$ cat src/rtl/rnm_pkg.sv
package rnm_pkg;

  // width of a tag able to name both every architectural index and every slot
  function automatic int tag_bits(input int arch_regs, input int rob_slots);
    int span;
    span = (arch_regs > rob_slots) ? arch_regs : rob_slots;
    return (span <= 2) ? 1 : $clog2(span);
  endfunction

  function automatic int idx_bits(input int arch_regs);
    return (arch_regs <= 2) ? 1 : $clog2(arch_regs);
  endfunction

endpackage

$ cat src/rtl/rnm_alloc.sv
module rnm_alloc #(
  parameter int ROB_SLOTS = 16,
  parameter int TAG_W     = 4
) (
  input  logic             clk,
  input  logic             rst,
  input  logic             flush,
  input  logic             take,
  output logic [TAG_W-1:0] cur_tag
);
  localparam logic [TAG_W-1:0] LAST_SLOT = TAG_W'(ROB_SLOTS - 1);

  logic [TAG_W-1:0] slot_q;

  always_ff @(posedge clk) begin
    if (rst || flush) begin
      slot_q <= '0;
    end else if (take) begin
      slot_q <= (slot_q == LAST_SLOT) ? '0 : slot_q + 1'b1;
    end
  end

  assign cur_tag = slot_q;
endmodule

$ cat src/rtl/rnm_table.sv
module rnm_table #(
  parameter int ARCH_REGS = 8,
  parameter int TAG_W     = 4,
  parameter int AW        = 3
) (
  input  logic             clk,
  input  logic             rst,
  input  logic             flush,
  input  logic             wr_en,
  input  logic [AW-1:0]    wr_idx,
  input  logic [TAG_W-1:0] wr_tag,
  input  logic             cm_en,
  input  logic [AW-1:0]    cm_idx,
  input  logic [TAG_W-1:0] cm_tag,
  input  logic [AW-1:0]    rd_a_idx,
  input  logic [AW-1:0]    rd_b_idx,
  input  logic [AW-1:0]    rd_c_idx,
  output logic [TAG_W-1:0] rd_a_tag,
  output logic             rd_a_loc,
  output logic [TAG_W-1:0] rd_b_tag,
  output logic             rd_b_loc,
  output logic [TAG_W-1:0] rd_c_tag,
  output logic             rd_c_loc
);
  logic [ARCH_REGS*TAG_W-1:0] tag_flat;
  logic [ARCH_REGS-1:0]       loc_flat;

  for (genvar g = 0; g < ARCH_REGS; g++) begin : g_entry
    logic [TAG_W-1:0] e_tag;
    logic             e_loc;
    logic             hit_wr;
    logic             hit_cm;

    assign hit_wr = wr_en && (wr_idx == AW'(g));
    assign hit_cm = cm_en && (cm_idx == AW'(g)) && !e_loc && (e_tag == cm_tag);

    always_ff @(posedge clk) begin
      if (rst || flush) begin
        e_tag <= TAG_W'(g);
        e_loc <= 1'b1;
      end else if (hit_wr) begin
        e_tag <= wr_tag;
        e_loc <= 1'b0;
      end else if (hit_cm) begin
        e_loc <= 1'b1;
      end
    end

    assign tag_flat[g*TAG_W +: TAG_W] = e_tag;
    assign loc_flat[g]                = e_loc;
  end

  function automatic logic [TAG_W-1:0] pick_tag(input logic [ARCH_REGS*TAG_W-1:0] v,
                                                input logic [AW-1:0] i);
    logic [TAG_W-1:0] r;
    r = '0;
    for (int k = 0; k < ARCH_REGS; k++) begin
      if (i == AW'(k)) r = v[k*TAG_W +: TAG_W];
    end
    return r;
  endfunction

  function automatic logic pick_loc(input logic [ARCH_REGS-1:0] v, input logic [AW-1:0] i);
    logic r;
    r = 1'b1;
    for (int k = 0; k < ARCH_REGS; k++) begin
      if (i == AW'(k)) r = v[k];
    end
    return r;
  endfunction

  always_comb begin
    rd_a_tag = pick_tag(tag_flat, rd_a_idx);
    rd_a_loc = pick_loc(loc_flat, rd_a_idx);
    rd_b_tag = pick_tag(tag_flat, rd_b_idx);
    rd_b_loc = pick_loc(loc_flat, rd_b_idx);
    rd_c_tag = pick_tag(tag_flat, rd_c_idx);
    rd_c_loc = pick_loc(loc_flat, rd_c_idx);
  end
endmodule

$ cat src/rtl/rnm_slchk.sv
module rnm_slchk #(
  parameter int TAG_W = 4
) (
  input  logic             ent_loc,
  input  logic [TAG_W-1:0] ent_tag,
  input  logic [TAG_W-1:0] res_tag,
  input  logic             remap_now,
  output logic             short_lived
);
  // the result still owns its entry only while the entry points at it in the reorder buffer
  logic still_owner;
  assign still_owner = !ent_loc && (ent_tag == res_tag);
  assign short_lived = remap_now || !still_owner;
endmodule

$ cat src/rtl/reg_rename_map.sv
module reg_rename_map #(
  parameter int ARCH_REGS = 8,
  parameter int ROB_SLOTS = 16,
  localparam int TAG_W    = rnm_pkg::tag_bits(ARCH_REGS, ROB_SLOTS),
  localparam int AW       = rnm_pkg::idx_bits(ARCH_REGS)
) (
  input  logic             clk,
  input  logic             rst,
  input  logic             flush,
  input  logic             disp_valid,
  input  logic             disp_has_dst,
  input  logic [AW-1:0]    disp_dst,
  input  logic [AW-1:0]    disp_src_a,
  input  logic [AW-1:0]    disp_src_b,
  input  logic             cm_valid,
  input  logic [AW-1:0]    cm_dst,
  input  logic [TAG_W-1:0] cm_tag,
  input  logic             chk_valid,
  input  logic [AW-1:0]    chk_dst,
  input  logic [TAG_W-1:0] chk_tag,
  output logic             ren_valid,
  output logic             ren_has_dst,
  output logic [TAG_W-1:0] ren_dst_tag,
  output logic [TAG_W-1:0] ren_src_a_tag,
  output logic             ren_src_a_in_arf,
  output logic [TAG_W-1:0] ren_src_b_tag,
  output logic             ren_src_b_in_arf,
  output logic             sl_valid,
  output logic             sl_flag
);
  logic             alloc_now;
  logic [TAG_W-1:0] new_tag;
  logic [TAG_W-1:0] a_tag, b_tag, c_tag;
  logic             a_loc, b_loc, c_loc;
  logic             remap_hit;
  logic             is_short;

  assign alloc_now = disp_valid && disp_has_dst && !flush;
  assign remap_hit = alloc_now && (disp_dst == chk_dst);

  rnm_alloc #(.ROB_SLOTS(ROB_SLOTS), .TAG_W(TAG_W)) u_alloc (
    .clk(clk), .rst(rst), .flush(flush), .take(alloc_now), .cur_tag(new_tag)
  );

  rnm_table #(.ARCH_REGS(ARCH_REGS), .TAG_W(TAG_W), .AW(AW)) u_table (
    .clk(clk), .rst(rst), .flush(flush),
    .wr_en(alloc_now), .wr_idx(disp_dst), .wr_tag(new_tag),
    .cm_en(cm_valid && !flush), .cm_idx(cm_dst), .cm_tag(cm_tag),
    .rd_a_idx(disp_src_a), .rd_b_idx(disp_src_b), .rd_c_idx(chk_dst),
    .rd_a_tag(a_tag), .rd_a_loc(a_loc),
    .rd_b_tag(b_tag), .rd_b_loc(b_loc),
    .rd_c_tag(c_tag), .rd_c_loc(c_loc)
  );

  rnm_slchk #(.TAG_W(TAG_W)) u_slchk (
    .ent_loc(c_loc), .ent_tag(c_tag), .res_tag(chk_tag),
    .remap_now(remap_hit), .short_lived(is_short)
  );

  always_ff @(posedge clk) begin
    if (rst) begin
      ren_valid        <= 1'b0;
      ren_has_dst      <= 1'b0;
      ren_dst_tag      <= '0;
      ren_src_a_tag    <= '0;
      ren_src_a_in_arf <= 1'b0;
      ren_src_b_tag    <= '0;
      ren_src_b_in_arf <= 1'b0;
      sl_valid         <= 1'b0;
      sl_flag          <= 1'b0;
    end else begin
      ren_valid        <= disp_valid && !flush;
      ren_has_dst      <= alloc_now;
      ren_dst_tag      <= new_tag;
      ren_src_a_tag    <= a_tag;
      ren_src_a_in_arf <= a_loc;
      ren_src_b_tag    <= b_tag;
      ren_src_b_in_arf <= b_loc;
      sl_valid         <= chk_valid && !flush;
      sl_flag          <= chk_valid && !flush && is_short;
    end
  end
endmodule

$ cat config.mk
export PLATFORM = sky130hd
export DESIGN_NAME = reg_rename_map
export DESIGN_NICKNAME = d
export VERILOG_FILES = /design/src/rtl/rnm_pkg.sv /design/src/rtl/rnm_alloc.sv /design/src/rtl/rnm_table.sv /design/src/rtl/rnm_slchk.sv /design/src/rtl/reg_rename_map.sv
export SDC_FILE = /design/constraint.sdc
export NUM_CORES = 1
export LEC_CHECK = 0
export BUFFER_PORTS_ARGS = -buffer_cell sky130_fd_sc_hd__buf_2
export CAP_MARGIN = 0
export CORE_AREA = 2 2 93 95
export DETAILED_ROUTE_END_ITERATION = 12
export DIE_AREA = 0 0 95 97
export PLACE_DENSITY = 0.68
export SLEW_MARGIN = 20
export SYNTH_ARGS = -nofsm -noshare
export SYNTH_HDL_FRONTEND = slang
export SYNTH_SLANG_ARGS = --single-unit
$ cat constraint.sdc
create_clock -name clk -period 5 [get_ports clk]
set_input_delay 0.5 -clock clk [delete_from_list [all_inputs] [get_ports clk]]
set_output_delay 0.5 -clock clk [all_outputs]
set_load 0.005 [all_outputs]
# Word-level counts from Yosys, hierarchy flattened
# Index checks and enable logic that the tools add are counted.
[classes]
eq_ne = 46
n_lt_le_gt_ge = 0
n_mul = 0
addsub = 1
shift = 0
bitwise_logic = 0
n_div = 0
n_mux = 65
reduce_logical = 66
[op_table]
columns = ["operator", "count"]
rows = [
  ["4-bit 2-to-1 mux", 25],
  ["3-bit equality test (second input constant)", 20],
  ["1-bit logical AND", 40],
  ["1-bit 2-to-1 mux", 40],
  ["4-bit equality test", 9],
  ["3-bit by 2-bit equality test with 1-bit output (second input constant)", 10],
  ["2-bit nonzero test", 8],
  ["3-bit by 1-bit equality test with 1-bit output (second input constant)", 5],
  ["3-bit zero test", 5],
  ["1-bit zero test", 11],
  ["4-bit by 1-bit adder with 4-bit output (second input constant)", 1],
  ["4-bit equality test (second input constant)", 1],
  ["3-bit equality test", 1],
  ["1-bit logical OR", 2],
]
[totals]
latch_bits = 0
out_inout_bits = 18
n_memories = 0
regBits = 62
ram_bits = 0
input_bits = 30
mem_bits_ro = 0

# Longest topological paths before layout
[depth]
depth_word = 14
depth_mapped = 7
ltp_nobuf = 5

# Hierarchy
# From an unflattened synthesis, not the netlist that was laid out.
[hier_totals]
hier_cells = 406
hier_area_um2 = 3854.9
[modules_own_cells]
columns = ["module", "seq_area_each_um2", "area_per_inst_um2", "instances", "cells_each"]
rows = [
  ["rnm_table", 800.8, 3056.7, 1, 337],
  ["reg_rename_map", 360.3, 560.5, 1, 44],
  ["rnm_alloc", 80.1, 186.4, 1, 19],
  ["rnm_slchk", 0.0, 51.3, 1, 6],
]

# Least setup slack after synthesis
# No wires, ideal clock.
[synth_timing]
kind = "input port to flip-flop"
start = "input chk_dst[0]"
end = "register sl_flag"
setup_time_ns = 0.132
path_stages = 5
path_buffers = 1
arrival_time_ns = 1.829
setup_slack_ns = 3.039
path_cell_list = "buf_2 > mux4_2 > and2_1 > a2111oi_0 > a31oi_1"
[synth_between]
elab_chain_cells = 14
elab_cells_between_ends = 32
cone_classes = "eq/ne (9); mux (16); reduce/logical (7)"
[synth_lines]
columns = ["item", "line_no", "text"]
rows = [
  ["start, declared", "reg_rename_map.sv:19", "input logic [AW-1:0] chk_dst,"],
  ["3-bit zero test", "rnm_table.sv:58, rnm_table.sv:67", ""],
  ["4-bit 2-to-1 mux / 1-bit 2-to-1 mux (equally long branches) (8 in a row)", "rnm_table.sv:58, rnm_table.sv:67", ""],
  ["4-bit equality test / 1-bit zero test (equally long branches)", "rnm_slchk.sv:12", "assign still_owner = !ent_loc && (ent_tag == res_tag);"],
  ["1-bit logical AND", "rnm_slchk.sv:12", ""],
  ["1-bit zero test", "rnm_slchk.sv:13", "assign short_lived = remap_now || !still_owner;"],
  ["1-bit logical OR *", "rnm_slchk.sv:13", ""],
  ["1-bit logical AND *", "reg_rename_map.sv:80", "sl_flag <= chk_valid && !flush && is_short;"],
  ["end signal, assigned", "reg_rename_map.sv:80", ""],
  ["end, declared", "reg_rename_map.sv:29", "output logic sl_flag"],
]
# Every way passes the cells marked *; elsewhere a longest branch is shown, timed or not.
# A chain may end at the register's enable or synchronous reset.

# Worst setup path after layout
# Same ends and word-level chain as after synthesis.

==> impl_metrics.prom <==
# TYPE chip_impl_metric gauge
chip_impl_info{name="result_of_the_run",value="complete, no violations"} 1
chip_impl_metric{name="grt.total_usage",unit="%"} 22.1
chip_impl_metric{name="synth_seq_cells",unit=""} 62
chip_impl_metric{name="switching_share",unit="%"} 24.0
chip_impl_metric{name="io_pins",unit=""} 48
chip_impl_metric{name="fp.coreArea",unit="sq um"} 8130
chip_impl_metric{name="cp.arrival",unit="ps"} 2080
chip_impl_metric{name="number_of_antenna_violations_at_the_first_check_in_global_routing",unit=""} 0
chip_impl_metric{name="vias",unit=""} 2977
chip_impl_metric{name="synth_seq_area_share",unit="%"} 34.3
chip_impl_info{name="capturing_point_of_the_worst_reg2reg_path",value="sl_flag"} 1
chip_impl_info{name="hp-class",value="in -> reg"} 1
chip_impl_metric{name="grt_max_degree",unit=""} 26
chip_impl_metric{name="gp_congestion",unit=""} 0.911
chip_impl_info{name="crit_path_start_kind",value="input port"} 1
chip_impl_info{name="synth.area.top_cells",value="sky130_fd_sc_hd__dfxtp_1 (34%), sky130_fd_sc_hd__mux4_2 (14%), sky130_fd_sc_hd__mux2i_1 (13%), sky130_fd_sc_hd__xor2_1 (7.3%), sky130_fd_sc_hd__nor2_1 (4.1%)"} 1
chip_impl_metric{name="cts-hold-fix-buffers",unit=""} 0
chip_impl_metric{name="fmax",unit="GHz"} 0.539
chip_impl_metric{name="max-clock-path-buffers",unit=""} 2
chip_impl_metric{name="initial_core_utilization",unit="%"} 44.5
chip_impl_metric{name="final.period_utilization",unit="%"} 37.1
chip_impl_metric{name="postRouteAntennaNets",unit=""} 0
chip_impl_metric{name="antenna_cells",unit=""} 0
chip_impl_metric{name="timing.max_cap.violations",unit=""} 0
chip_impl_metric{name="vdd_ir_drop_max",unit="mV"} 0.109
chip_impl_metric{name="final.setup_skew",unit="ps"} 8.22
chip_impl_info{name="dominantRegCellSynth",value="sky130_fd_sc_hd__dfxtp_1"} 1
chip_impl_info{name="class_of_the_most_critical_setup_path",value="in -> reg"} 1
chip_impl_metric{name="total_power",unit="mW"} 1.13
chip_impl_metric{name="place.detailed.hpwl",unit="um"} 6890
chip_impl_metric{name="grt_pass1_vias",unit=""} 2808
chip_impl_metric{name="timing.hold.worst_path_depth",unit=""} 3
chip_impl_info{name="cts_tree",value="built"} 1
chip_impl_metric{name="synth_async_sr_flop_share",unit="%"} 0
chip_impl_metric{name="total_switching_power",unit="mW"} 0.271
chip_impl_metric{name="post-route-drc-count",unit=""} 0
chip_impl_metric{name="timing.reg2reg.worst_path_depth",unit=""} 4
chip_impl_metric{name="route.detailed.wl_per_inst",unit="um"} 19.0
chip_impl_metric{name="worst_case_headroom_to_the_max_slew_limit",unit="%"} 33.9
chip_impl_metric{name="hold_viol",unit=""} 0
chip_impl_info{name="hold_end",value="sl_valid"} 1
chip_impl_metric{name="placementRows",unit=""} 33
chip_impl_metric{name="p_leak",unit="nW"} 1.67
chip_impl_metric{name="power_density",unit="nW/um^2"} 277
chip_impl_metric{name="drt_pass1_iterations",unit=""} 5
chip_impl_metric{name="number_of_flops_mapped_to_enable_cells_by_yosys",unit=""} 0
chip_impl_metric{name="slew_viol_final",unit=""} 0
chip_impl_metric{name="clk_transition_reported_paths",unit="ps"} 70
chip_impl_metric{name="regToRegSetupSlack",unit="ps"} 3350
chip_impl_metric{name="cts_num_sinks",unit=""} 62
chip_impl_metric{name="post_synth.cell_area_avg",unit="sq um"} 9.81
chip_impl_info{name="largest_area_contributor_in_the_netlist",value="sky130_fd_sc_hd__dfxtp_1"} 1
chip_impl_info{name="most_numerous_cell_in_the_yosys_netlist",value="sky130_fd_sc_hd__dfxtp_1"} 1
chip_impl_metric{name="cts_setup_buffers",unit=""} 0
chip_impl_info{name="synth.cells.most_frequent",value="sky130_fd_sc_hd__dfxtp_1 (62), sky130_fd_sc_hd__mux2i_1 (46), sky130_fd_sc_hd__nor2_1 (40)"} 1
chip_impl_metric{name="post_synth_net_total",unit=""} 400
chip_impl_metric{name="clk-insertion-delay-late",unit="ps"} 340
chip_impl_info{name="clockRootBuffer",value="sky130_fd_sc_hd__clkbuf_8"} 1
chip_impl_metric{name="synthesis.yosys.warnings",unit=""} 0
chip_impl_metric{name="p_int",unit="mW"} 0.858
chip_impl_metric{name="power_frac_comb",unit="%"} 10.4
chip_impl_metric{name="critPathRequiredTime",unit="ps"} 5220
chip_impl_metric{name="worst_pin_slew",unit="ps"} 990
chip_impl_info{name="grt_setup_unrepaired",value="false"} 1
chip_impl_metric{name="cts.htree.levels",unit=""} 3
chip_impl_metric{name="die_x",unit="um"} 95
chip_impl_metric{name="syn_to_final_growth",unit="%"} 12.8
chip_impl_metric{name="drt_wl_total",unit="um"} 9640
chip_impl_metric{name="cts_resized",unit=""} 0
chip_impl_metric{name="final_period_minus_worst_setup_slack",unit="ps"} 1860
chip_impl_metric{name="final_core_utilization",unit="%"} 50.2
chip_impl_metric{name="worstPathMaxFanout",unit=""} 18
chip_impl_metric{name="post_synth_num_cell_types",unit=""} 47
chip_impl_metric{name="fp.dieArea",unit="sq um"} 9220
chip_impl_info{name="timing.critical_path.to_type",value="register"} 1
chip_impl_metric{name="synth_cells",unit=""} 369
chip_impl_metric{name="layout.nets",unit=""} 428
chip_impl_metric{name="number_of_cts_inserted_buffers",unit=""} 9
chip_impl_metric{name="grt.overflow.total",unit=""} 0
chip_impl_metric{name="post-synth-top-area-fraction",unit="%"} 34.3
chip_impl_metric{name="vias_per_cell",unit=""} 5.87
chip_impl_info{name="hold_start",value="chk_valid"} 1
chip_impl_metric{name="synth.cell_area",unit="sq um"} 3620
chip_impl_metric{name="sequentialPowerShare",unit="%"} 44.6
chip_impl_metric{name="power.clock.fraction",unit="%"} 45.0
chip_impl_metric{name="io_buffer_count",unit=""} 47
chip_impl_metric{name="setup_viol",unit=""} 0
chip_impl_metric{name="setup-tns-final",unit="ps"} 0
chip_impl_metric{name="drt-initial-drc-count",unit=""} 320
chip_impl_metric{name="die-height",unit="um"} 97
chip_impl_info{name="timing.rr.start",value="u_table.g_entry[2].e_loc"} 1
chip_impl_metric{name="layout-drive-gt1-share",unit="%"} 23.9
chip_impl_metric{name="grt_pass1_wl",unit="um"} 15200
## logic make-up after synthesis
group	share of synthesized area (%)
AO/OA/AOI/OAI	6.60
XOR/XNOR	9.92
adder cells (fa/ha/maj)	0.346
buffers and inverters	4.25
flip-flops	34.3
multiplexers	27.4
AND/OR/NAND/NOR	17.2
## power groups by stage
stage,Sequential (mW),Combinational [mW],Clock (mW)
finish,0.503,0.117,0.508
global route,0.504,0.129,0.537
CTS,0.503,0.117,0.521
detailed placement,0.515,0.117,0
global placement,0.515,0.114,0
floorplan,0.514,0.0850,0
## flip-flops by register name, indices dropped and copies added, names as in the netlist
signal,flops
ren_src_b_tag,4
u_alloc.cur_tag,4
ren_src_a_in_arf,1
u_table.g_entry.e_loc,8
ren_src_a_tag,4
sl_flag,1
ren_has_dst,1
ren_src_b_in_arf,1
ren_valid,1
ren_dst_tag,4
u_table.g_entry.e_tag,32
sl_valid,1
## critical path, stage by stage
cell	delay, ps
sky130_fd_sc_hd__buf_2	350
sky130_fd_sc_hd__mux4_2	550
sky130_fd_sc_hd__and2_1	160
sky130_fd_sc_hd__a2111oi_0	380
sky130_fd_sc_hd__a31oi_1	130
## placed cells by master (no fill, tap or decap), drive strengths merged, types with 2 or more instances in the layout
cell	Yosys	final
dfxtp	62	62
bufinv	0	2
nand3	8	8
buf	15	47
clkbuf	15	11
and2	2	2
nand2	33	33
nor2	40	40
nor2b	7	7
nor3	3	3
nor3b	3	3
nor4	10	10
and4b	3	3
a41oi	3	3
xnor2	11	11
xor2	30	30
o21ai	14	14
o2111ai	2	2
clkinv	0	2
a31oi	2	2
mux4	23	23
a21oi	11	11
inv	4	4
nand3b	4	4
or4	2	2
mux2i	46	46
## worst max-delay path by stage
stage               start  endpoint  slack [ps]  cells after the start
5_1_grt        chk_dst[0]   sl_flag        2940                      5
3_5_place_dp   chk_dst[0]   sl_flag        2800                      5
2_1_floorplan  chk_dst[0]   sl_flag        3040                      5
6_report       chk_dst[0]   sl_flag        3140                      5
4_1_cts        chk_dst[0]   sl_flag        3160                      5
3_3_place_gp   chk_dst[0]   sl_flag        2820                      5
## metal layers
layer | global-route usage, % | share of wire [%] | up-vias
met2 | 33.2 | 47 | 141
met3 | 3.27 | 7.7 | 21
met4 | 9.48 | 2.4 | 0
li1 | - | - | 1380
met1 | 31.3 | 43 | 1435
met5 | 0 | 0 | -
## final cells by class
| cell class | count | area (sq um) |
|---|---|---|
| timing repair buffer | 47 | 235 |
| clock buffer | 11 | 151 |
| sequential | 62 | 1240 |
| inverter | 4 | 15.0 |
| tap | 105 | 131 |
| clock inverter | 5 | 81.3 |
| multi-input combinational | 273 | 2230 |
| fill | 774 | 4050 |
## through the flow
step	area (sq um)	instances	hold WS, ps	worst slack (ps)
after global placement	3850	491	528	2820
after floorplan	3620	369	477	3040
after global routing	4080	507	389	2940
after CTS	4080	507	372	3160
final	4080	507	385	3140
after detailed placement	3850	491	536	2800
Power figures use the tool's default switching activity.
